[config.mk]
export PLATFORM = sky130hd
export DESIGN_NAME = vrd_top
export DESIGN_NICKNAME = d
export VERILOG_FILES = /design/src/rtl/vrd_pkg.sv /design/src/rtl/vrd_parser.sv /design/src/rtl/vrd_bank.sv /design/src/rtl/vrd_fields.sv /design/src/rtl/vrd_top.sv
export SDC_FILE = /design/constraint.sdc
export NUM_CORES = 1
export LEC_CHECK = 0
export BUFFER_PORTS_ARGS = -buffer_cell sky130_fd_sc_hd__buf_4
export CAP_MARGIN = 10
export CELL_PAD_IN_SITES_DETAIL_PLACEMENT = 1
export CELL_PAD_IN_SITES_GLOBAL_PLACEMENT = 1
export CORE_UTILIZATION = 46
export DETAILED_ROUTE_END_ITERATION = 6
export PLACE_DENSITY = 0.76
export SETUP_SLACK_MARGIN = 0.15
export SYNTH_ARGS = -nofsm -noshare
export SYNTH_HDL_FRONTEND = slang
export SYNTH_HIERARCHICAL = 1
export SYNTH_SLANG_ARGS = --single-unit
export TNS_END_PERCENT = 1
[constraint.sdc]
create_clock -name clk -period 2.8 [get_ports clk]
set_input_delay 0 -clock clk [delete_from_list [all_inputs] [get_ports clk]]
set_output_delay 0 -clock clk [all_outputs]
set_load 0.01 [all_outputs]
[src/rtl/vrd_pkg.sv]
package vrd_pkg;

    localparam logic [7:0] CMD_PREFIX = 8'hAF;
    localparam logic [7:0] CMD_OPCODE = 8'h20;
    localparam logic [7:0] CTRL_INDEX = 8'hFF;
    localparam logic [7:0] CTRL_LOCK = 8'h00;
    localparam logic [7:0] CTRL_UNLOCK = 8'hFF;

    localparam int REG_DEPTH = 8'h00;
    localparam int REG_TIMING0 = 8'h01;
    localparam int REG_PCLK_LO = 8'h1B;
    localparam int REG_PCLK_HI = 8'h1C;
    localparam int REG_MODE = 8'h1F;
    localparam int REG_BASE16 = 8'h20;
    localparam int REG_BASE8 = 8'h26;

    localparam logic [7:0] MODE_POWER_DOWN = 8'h07;

    typedef enum logic [2:0] {
        PARSE_IDLE,
        PARSE_HUNT,
        PARSE_OPCODE,
        PARSE_INDEX,
        PARSE_VALUE
    } parse_state_t;

endpackage

[src/rtl/vrd_parser.sv]
module vrd_parser
    import vrd_pkg::*;
(
    input  logic       clk,
    input  logic       rst_n,
    input  logic       byte_fire,
    input  logic [7:0] byte_in,
    output logic       wr_en,
    output logic [7:0] wr_idx,
    output logic [7:0] wr_val,
    output logic       err
);

    parse_state_t state_q, state_d;
    logic         bad_byte;
    logic [7:0]   idx_q;
    logic         err_q;

    // next-state decision
    always_comb begin
        state_d  = state_q;
        bad_byte = 1'b0;
        if (byte_fire) begin
            unique case (state_q)
                PARSE_IDLE: begin
                    if (byte_in == CMD_PREFIX) begin
                        state_d = PARSE_OPCODE;
                    end else begin
                        state_d  = PARSE_HUNT;
                        bad_byte = 1'b1;
                    end
                end
                PARSE_HUNT: begin
                    if (byte_in == CMD_PREFIX) begin
                        state_d = PARSE_OPCODE;
                    end
                end
                PARSE_OPCODE: begin
                    if (byte_in == CMD_OPCODE) begin
                        state_d = PARSE_INDEX;
                    end else begin
                        bad_byte = 1'b1;
                        state_d  = (byte_in == CMD_PREFIX) ? PARSE_OPCODE : PARSE_HUNT;
                    end
                end
                PARSE_INDEX: state_d = PARSE_VALUE;
                PARSE_VALUE: state_d = PARSE_IDLE;
                default:     state_d = PARSE_IDLE;
            endcase
        end
    end

    // state register
    always_ff @(posedge clk or negedge rst_n) begin
        if (!rst_n) begin
            state_q <= PARSE_IDLE;
        end else begin
            state_q <= state_d;
        end
    end

    // registered outputs
    always_ff @(posedge clk or negedge rst_n) begin
        if (!rst_n) begin
            idx_q <= 8'h00;
            err_q <= 1'b0;
        end else begin
            err_q <= bad_byte;
            if (byte_fire && state_q == PARSE_INDEX) begin
                idx_q <= byte_in;
            end
        end
    end

    assign wr_en  = byte_fire && (state_q == PARSE_VALUE);
    assign wr_idx = idx_q;
    assign wr_val = byte_in;
    assign err    = err_q;

endmodule

[src/rtl/vrd_bank.sv]
module vrd_bank
    import vrd_pkg::*;
#(
    parameter int NUM_REGS = 41
) (
    input  logic                  clk,
    input  logic                  rst_n,
    input  logic                  wr_en,
    input  logic [7:0]            wr_idx,
    input  logic [7:0]            wr_val,
    output logic                  locked,
    output logic [NUM_REGS*8-1:0] active_flat
);

    logic [7:0] shadow_q [NUM_REGS];
    logic [7:0] active_q [NUM_REGS];
    logic       locked_q;
    logic       ctrl_hit;
    logic       do_lock;
    logic       do_commit;
    logic       data_hit;

    assign ctrl_hit  = wr_en && (wr_idx == CTRL_INDEX);
    assign do_lock   = ctrl_hit && (wr_val == CTRL_LOCK);
    assign do_commit = ctrl_hit && (wr_val == CTRL_UNLOCK);
    assign data_hit  = wr_en && (int'(wr_idx) < NUM_REGS);

    always_ff @(posedge clk or negedge rst_n) begin
        if (!rst_n) begin
            locked_q <= 1'b0;
        end else if (do_lock) begin
            locked_q <= 1'b1;
        end else if (do_commit) begin
            locked_q <= 1'b0;
        end
    end

    genvar g;
    generate
        for (g = 0; g < NUM_REGS; g++) begin : g_entry
            localparam logic [7:0] RST_VAL = (g == REG_MODE) ? MODE_POWER_DOWN : 8'h00;
            logic sel;
            assign sel = data_hit && (int'(wr_idx) == g);

            always_ff @(posedge clk or negedge rst_n) begin
                if (!rst_n) begin
                    shadow_q[g] <= RST_VAL;
                end else if (sel) begin
                    shadow_q[g] <= wr_val;
                end
            end

            always_ff @(posedge clk or negedge rst_n) begin
                if (!rst_n) begin
                    active_q[g] <= RST_VAL;
                end else if (do_commit) begin
                    active_q[g] <= shadow_q[g];
                end else if (sel && !locked_q) begin
                    active_q[g] <= wr_val;
                end
            end

            assign active_flat[8*g +: 8] = active_q[g];
        end
    endgenerate

    assign locked = locked_q;

endmodule

[src/rtl/vrd_fields.sv]
module vrd_fields
    import vrd_pkg::*;
#(
    parameter int NUM_REGS      = 41,
    parameter int TIMING_FIELDS = 12
) (
    input  logic [NUM_REGS*8-1:0]       regs_flat,
    output logic                        depth_24,
    output logic [7:0]                  out_mode,
    output logic [TIMING_FIELDS*16-1:0] timing,
    output logic [15:0]                 pix_clk,
    output logic [23:0]                 base16,
    output logic [23:0]                 base8
);

    genvar k;
    generate
        for (k = 0; k < TIMING_FIELDS; k++) begin : g_timing
            localparam int HI = REG_TIMING0 + 2 * k;
            assign timing[16*k +: 16] = {regs_flat[8*HI +: 8], regs_flat[8*(HI+1) +: 8]};
        end
    endgenerate

    assign depth_24 = regs_flat[8*REG_DEPTH];
    assign out_mode = regs_flat[8*REG_MODE +: 8];
    assign pix_clk  = {regs_flat[8*REG_PCLK_HI +: 8], regs_flat[8*REG_PCLK_LO +: 8]};
    assign base16   = {regs_flat[8*REG_BASE16 +: 8], regs_flat[8*(REG_BASE16+1) +: 8],
                       regs_flat[8*(REG_BASE16+2) +: 8]};
    assign base8    = {regs_flat[8*REG_BASE8 +: 8], regs_flat[8*(REG_BASE8+1) +: 8],
                       regs_flat[8*(REG_BASE8+2) +: 8]};

endmodule

[src/rtl/vrd_top.sv]
module vrd_top
    import vrd_pkg::*;
#(
    parameter int NUM_REGS      = 41,
    parameter int TIMING_FIELDS = 12
) (
    input  logic                        clk,
    input  logic                        rst_n,
    input  logic                        in_valid,
    input  logic [7:0]                  in_data,
    output logic                        in_ready,
    output logic                        cmd_err,
    output logic                        locked,
    output logic                        depth_24,
    output logic [7:0]                  out_mode,
    output logic [TIMING_FIELDS*16-1:0] timing,
    output logic [15:0]                 pix_clk,
    output logic [23:0]                 base16,
    output logic [23:0]                 base8
);

    logic                  ready_q;
    logic                  fire;
    logic                  wr_en;
    logic [7:0]            wr_idx;
    logic [7:0]            wr_val;
    logic [NUM_REGS*8-1:0] regs_flat;

    always_ff @(posedge clk or negedge rst_n) begin
        if (!rst_n) begin
            ready_q <= 1'b0;
        end else begin
            ready_q <= 1'b1;
        end
    end

    assign in_ready = ready_q;
    assign fire     = in_valid && ready_q;

    vrd_parser u_parser (
        .clk       (clk),
        .rst_n     (rst_n),
        .byte_fire (fire),
        .byte_in   (in_data),
        .wr_en     (wr_en),
        .wr_idx    (wr_idx),
        .wr_val    (wr_val),
        .err       (cmd_err)
    );

    vrd_bank #(.NUM_REGS(NUM_REGS)) u_bank (
        .clk         (clk),
        .rst_n       (rst_n),
        .wr_en       (wr_en),
        .wr_idx      (wr_idx),
        .wr_val      (wr_val),
        .locked      (locked),
        .active_flat (regs_flat)
    );

    vrd_fields #(.NUM_REGS(NUM_REGS), .TIMING_FIELDS(TIMING_FIELDS)) u_fields (
        .regs_flat (regs_flat),
        .depth_24  (depth_24),
        .out_mode  (out_mode),
        .timing    (timing),
        .pix_clk   (pix_clk),
        .base16    (base16),
        .base8     (base8)
    );

endmodule

==> metrics.md <==
| Metric | Value |
|---|---|
| Synthesized area | 26200 sq um |
| Largest net degree at the start of global routing | 123 |
| Cell Count, Final, Fillers Out | 2711 |
| Initial antenna violation count | 0 |
| Mapped Avg Cell Area | 13.8 sq um |
| Post-DP Area | 27200 sq um |
| Placed Instances | 2588 |
| Reg2Reg Setup Slack | 0.18 ns |
| Fin util | 0.524 |
| Fin Hold WS | 0.375 ns |
| CTS buffer count | 59 |
| R2r worst-path depth | 8 |
| Clock skew | 0.0216 ns |
| Setup TNS | 0 ns |
| CP arrival | 3.12 ns |
| CP required | 3.30 ns |
| Layout cells sized above 1 | 0.647 |
| Final period util | 0.935 |
| Final net count | 1916 |
| Worst slew margin | 0.481 |
| CP startpoint kind | flip-flop |
| Final total power | 16.5 mW |
| Final WL | 65900 um |
| Final min period | 2.62 ns |
| Vias/cell | 5.32 |
| Worst VDD drop | 410 uV |
| Status | completed |
| GRT Util Overall | 0.232 |
| Sink Count | 544 |
| Multi-input logic area | 10000 sq um |
| First-pass DRT Iterations | 6 |
| Power Dens Cells | 562 nW/um^2 |
| Mapped Nets | 1911 |
| Setup bufs post-CTS | 0 |
| Remaining antenna violation count | 0 |
| Max cap viols | 0 |
| Gp weighted congestion | 0.786 |
| Vias in the first global route | 16000 |
| Worst hold path type | in -> reg |
| Die width | 241 um |
| Initial core utilization | 0.465 |
| Die area | 57900 sq um |
| Final Max Slew Viols | 0 |
| Mapped Cells | 1900 |
| First-pass GRT wire length | 101000 um |
| DP Wirelength | 41900 um |
| DRT iter0 DRCs | 548 |
| Fin. Hold Viols | 0 |
| RSZ-0062 raised after global routing | false |
| Synth-to-Final Area Change | 12.5% |
| Hold Path Stages | 3 |
| Input/output buffers | 278 |
| Critical Path End Type | flip-flop |
| CP max-delay cell | mux2_2 |
| CTS tree | built |
| Storage cell area | 13600 sq um |
| Fillers | 5455 |
| Wire per inst | 24.3 um |
| CP max FO | 114 |
| Ys Warns | 6 |
| Max Fclk | 0.382 GHz |
| Setup ws final | 0.182 ns |
| Clock latency at the later pin of the worst-skew pair | 0.62 ns |
| Via count | 14400 |
| H-tree depth | 2 |
| Grt total ovfl | 0 |
| Leakage power | 15.6 nW |
| Clock Tree Root | clkbuf_16 |
| Drc violations | 0 |
| Site row count | 87 |
| I/O Pins | 279 |
| Core area | 56300 sq um |
| Slowest cell delay on critical path | 0.43 ns |
| Reg clk slew, reported paths | 0.06 ns |
| Ant diodes | 0 |
| DIE HEIGHT | 241 um |
| Final setup fails | 0 |
| Worst Setup Path Type | reg -> reg |
| CP cell instances | inv_1 > nor4b_4 > buf_4 > nand2_1 > nor3_4 > nand2_4 > buf_12 > mux2_2 |
| Least-Margin Pin Slew | 0.778 ns |
| Clock Path Buffers | 3 |
| Design Area, Final | 29500 sq um |
| Worst slack at placement | 0.0510 ns |
-- placed cells by master (no fill, tap or decap), types with 3 or more instances in the layout --
cell	count
nor3_2	7
nand4_1	25
nand3_2	6
clkinv_2	11
nand3_1	5
mux2_1	27
nor4_1	4
nand2_2	3
buf_12	7
clkbuf_8	14
bufinv_16	8
clkbuf_1	14
inv_6	3
dfrtp_1	538
dlygate4sd3_1	11
dfstp_2	6
nor2_1	10
buf_4	335
nand2_1	25
and4b_1	3
and2_2	3
nand2b_1	3
clkbuf_16	59
mux2_2	776
nor2b_1	3
nor3b_2	3
-- report_power, final --
group	total, mW	switching (mW)	internal (mW)
Sequential	7.88	0.0121	7.87
Clock	8.21	3.23	4.98
Combinational	0.457	0.377	0.0795
Total	16.5	3.62	12.9
-- per-layer routing --
| layer | track usage | part of all wire | up-vias |
|---|---|---|---|
| met5 | 0 | 0 | - |
| met1 | 0.305 | 0.42 | 7662 |
| li1 | - | - | 6394 |
| met2 | 0.395 | 0.51 | 284 |
| met3 | 0.0436 | 0.051 | 83 |
| met4 | 0.0567 | 0.020 | 0 |
-- state kept, by name, summed over array words and instances (netlist names) --
name                count
u_parser/wr_idx         8
u_bank/shadow_q       265
u_bank/locked           1
u_bank/active_flat    265
in_ready                1
u_parser/state_q        3
u_parser/err            1
-- critical path, delay by kind of cell, from the launching register on --
| family | cells | cell delay, ns |
|---|---|---|
| AND/OR/NAND/NOR | 4 | 0.92 |
| buffers and inverters | 3 | 0.56 |
| multiplexers | 1 | 0.43 |
| flip-flops | 1 | 0.41 |
-- area by class of cell --
| cell class | count | share of cell area |
|---|---|---|
| clock inverters | 24 | 0.0114 |
| flip-flops and latches | 544 | 0.462 |
| repair buffers | 357 | 0.0953 |
| well taps | 756 | 0.0321 |
| multi-input cells | 941 | 0.340 |
| clock buffers | 87 | 0.0584 |
| inverters | 2 | 0.000255 |
-- worst paths after layout --
check                                          from                 endpoint
worst min register to register  u_bank/shadow_q[15]  u_bank/active_flat[319]
worst max-delay path            u_parser/state_q[2]   u_bank/active_flat[34]
max in group asynchronous                     rst_n  u_bank/active_flat[256]
worst max register to register  u_parser/state_q[2]   u_bank/active_flat[34]
worst min-delay path                     in_data[7]     u_bank/shadow_q[103]
min in group asynchronous                     rst_n     u_bank/shadow_q[288]
-- what timing repair did --
item / 4_1_cts / 5_1_grt
endpoints found under the setup margin: 40 / 463
endpoints found under the hold margin: 611 / 0
resized for setup: 1 / 19
hold buffers: 12 / 0
pin swaps: 0 / 1
No activity file was read; power rests on OpenSTA's default activity.
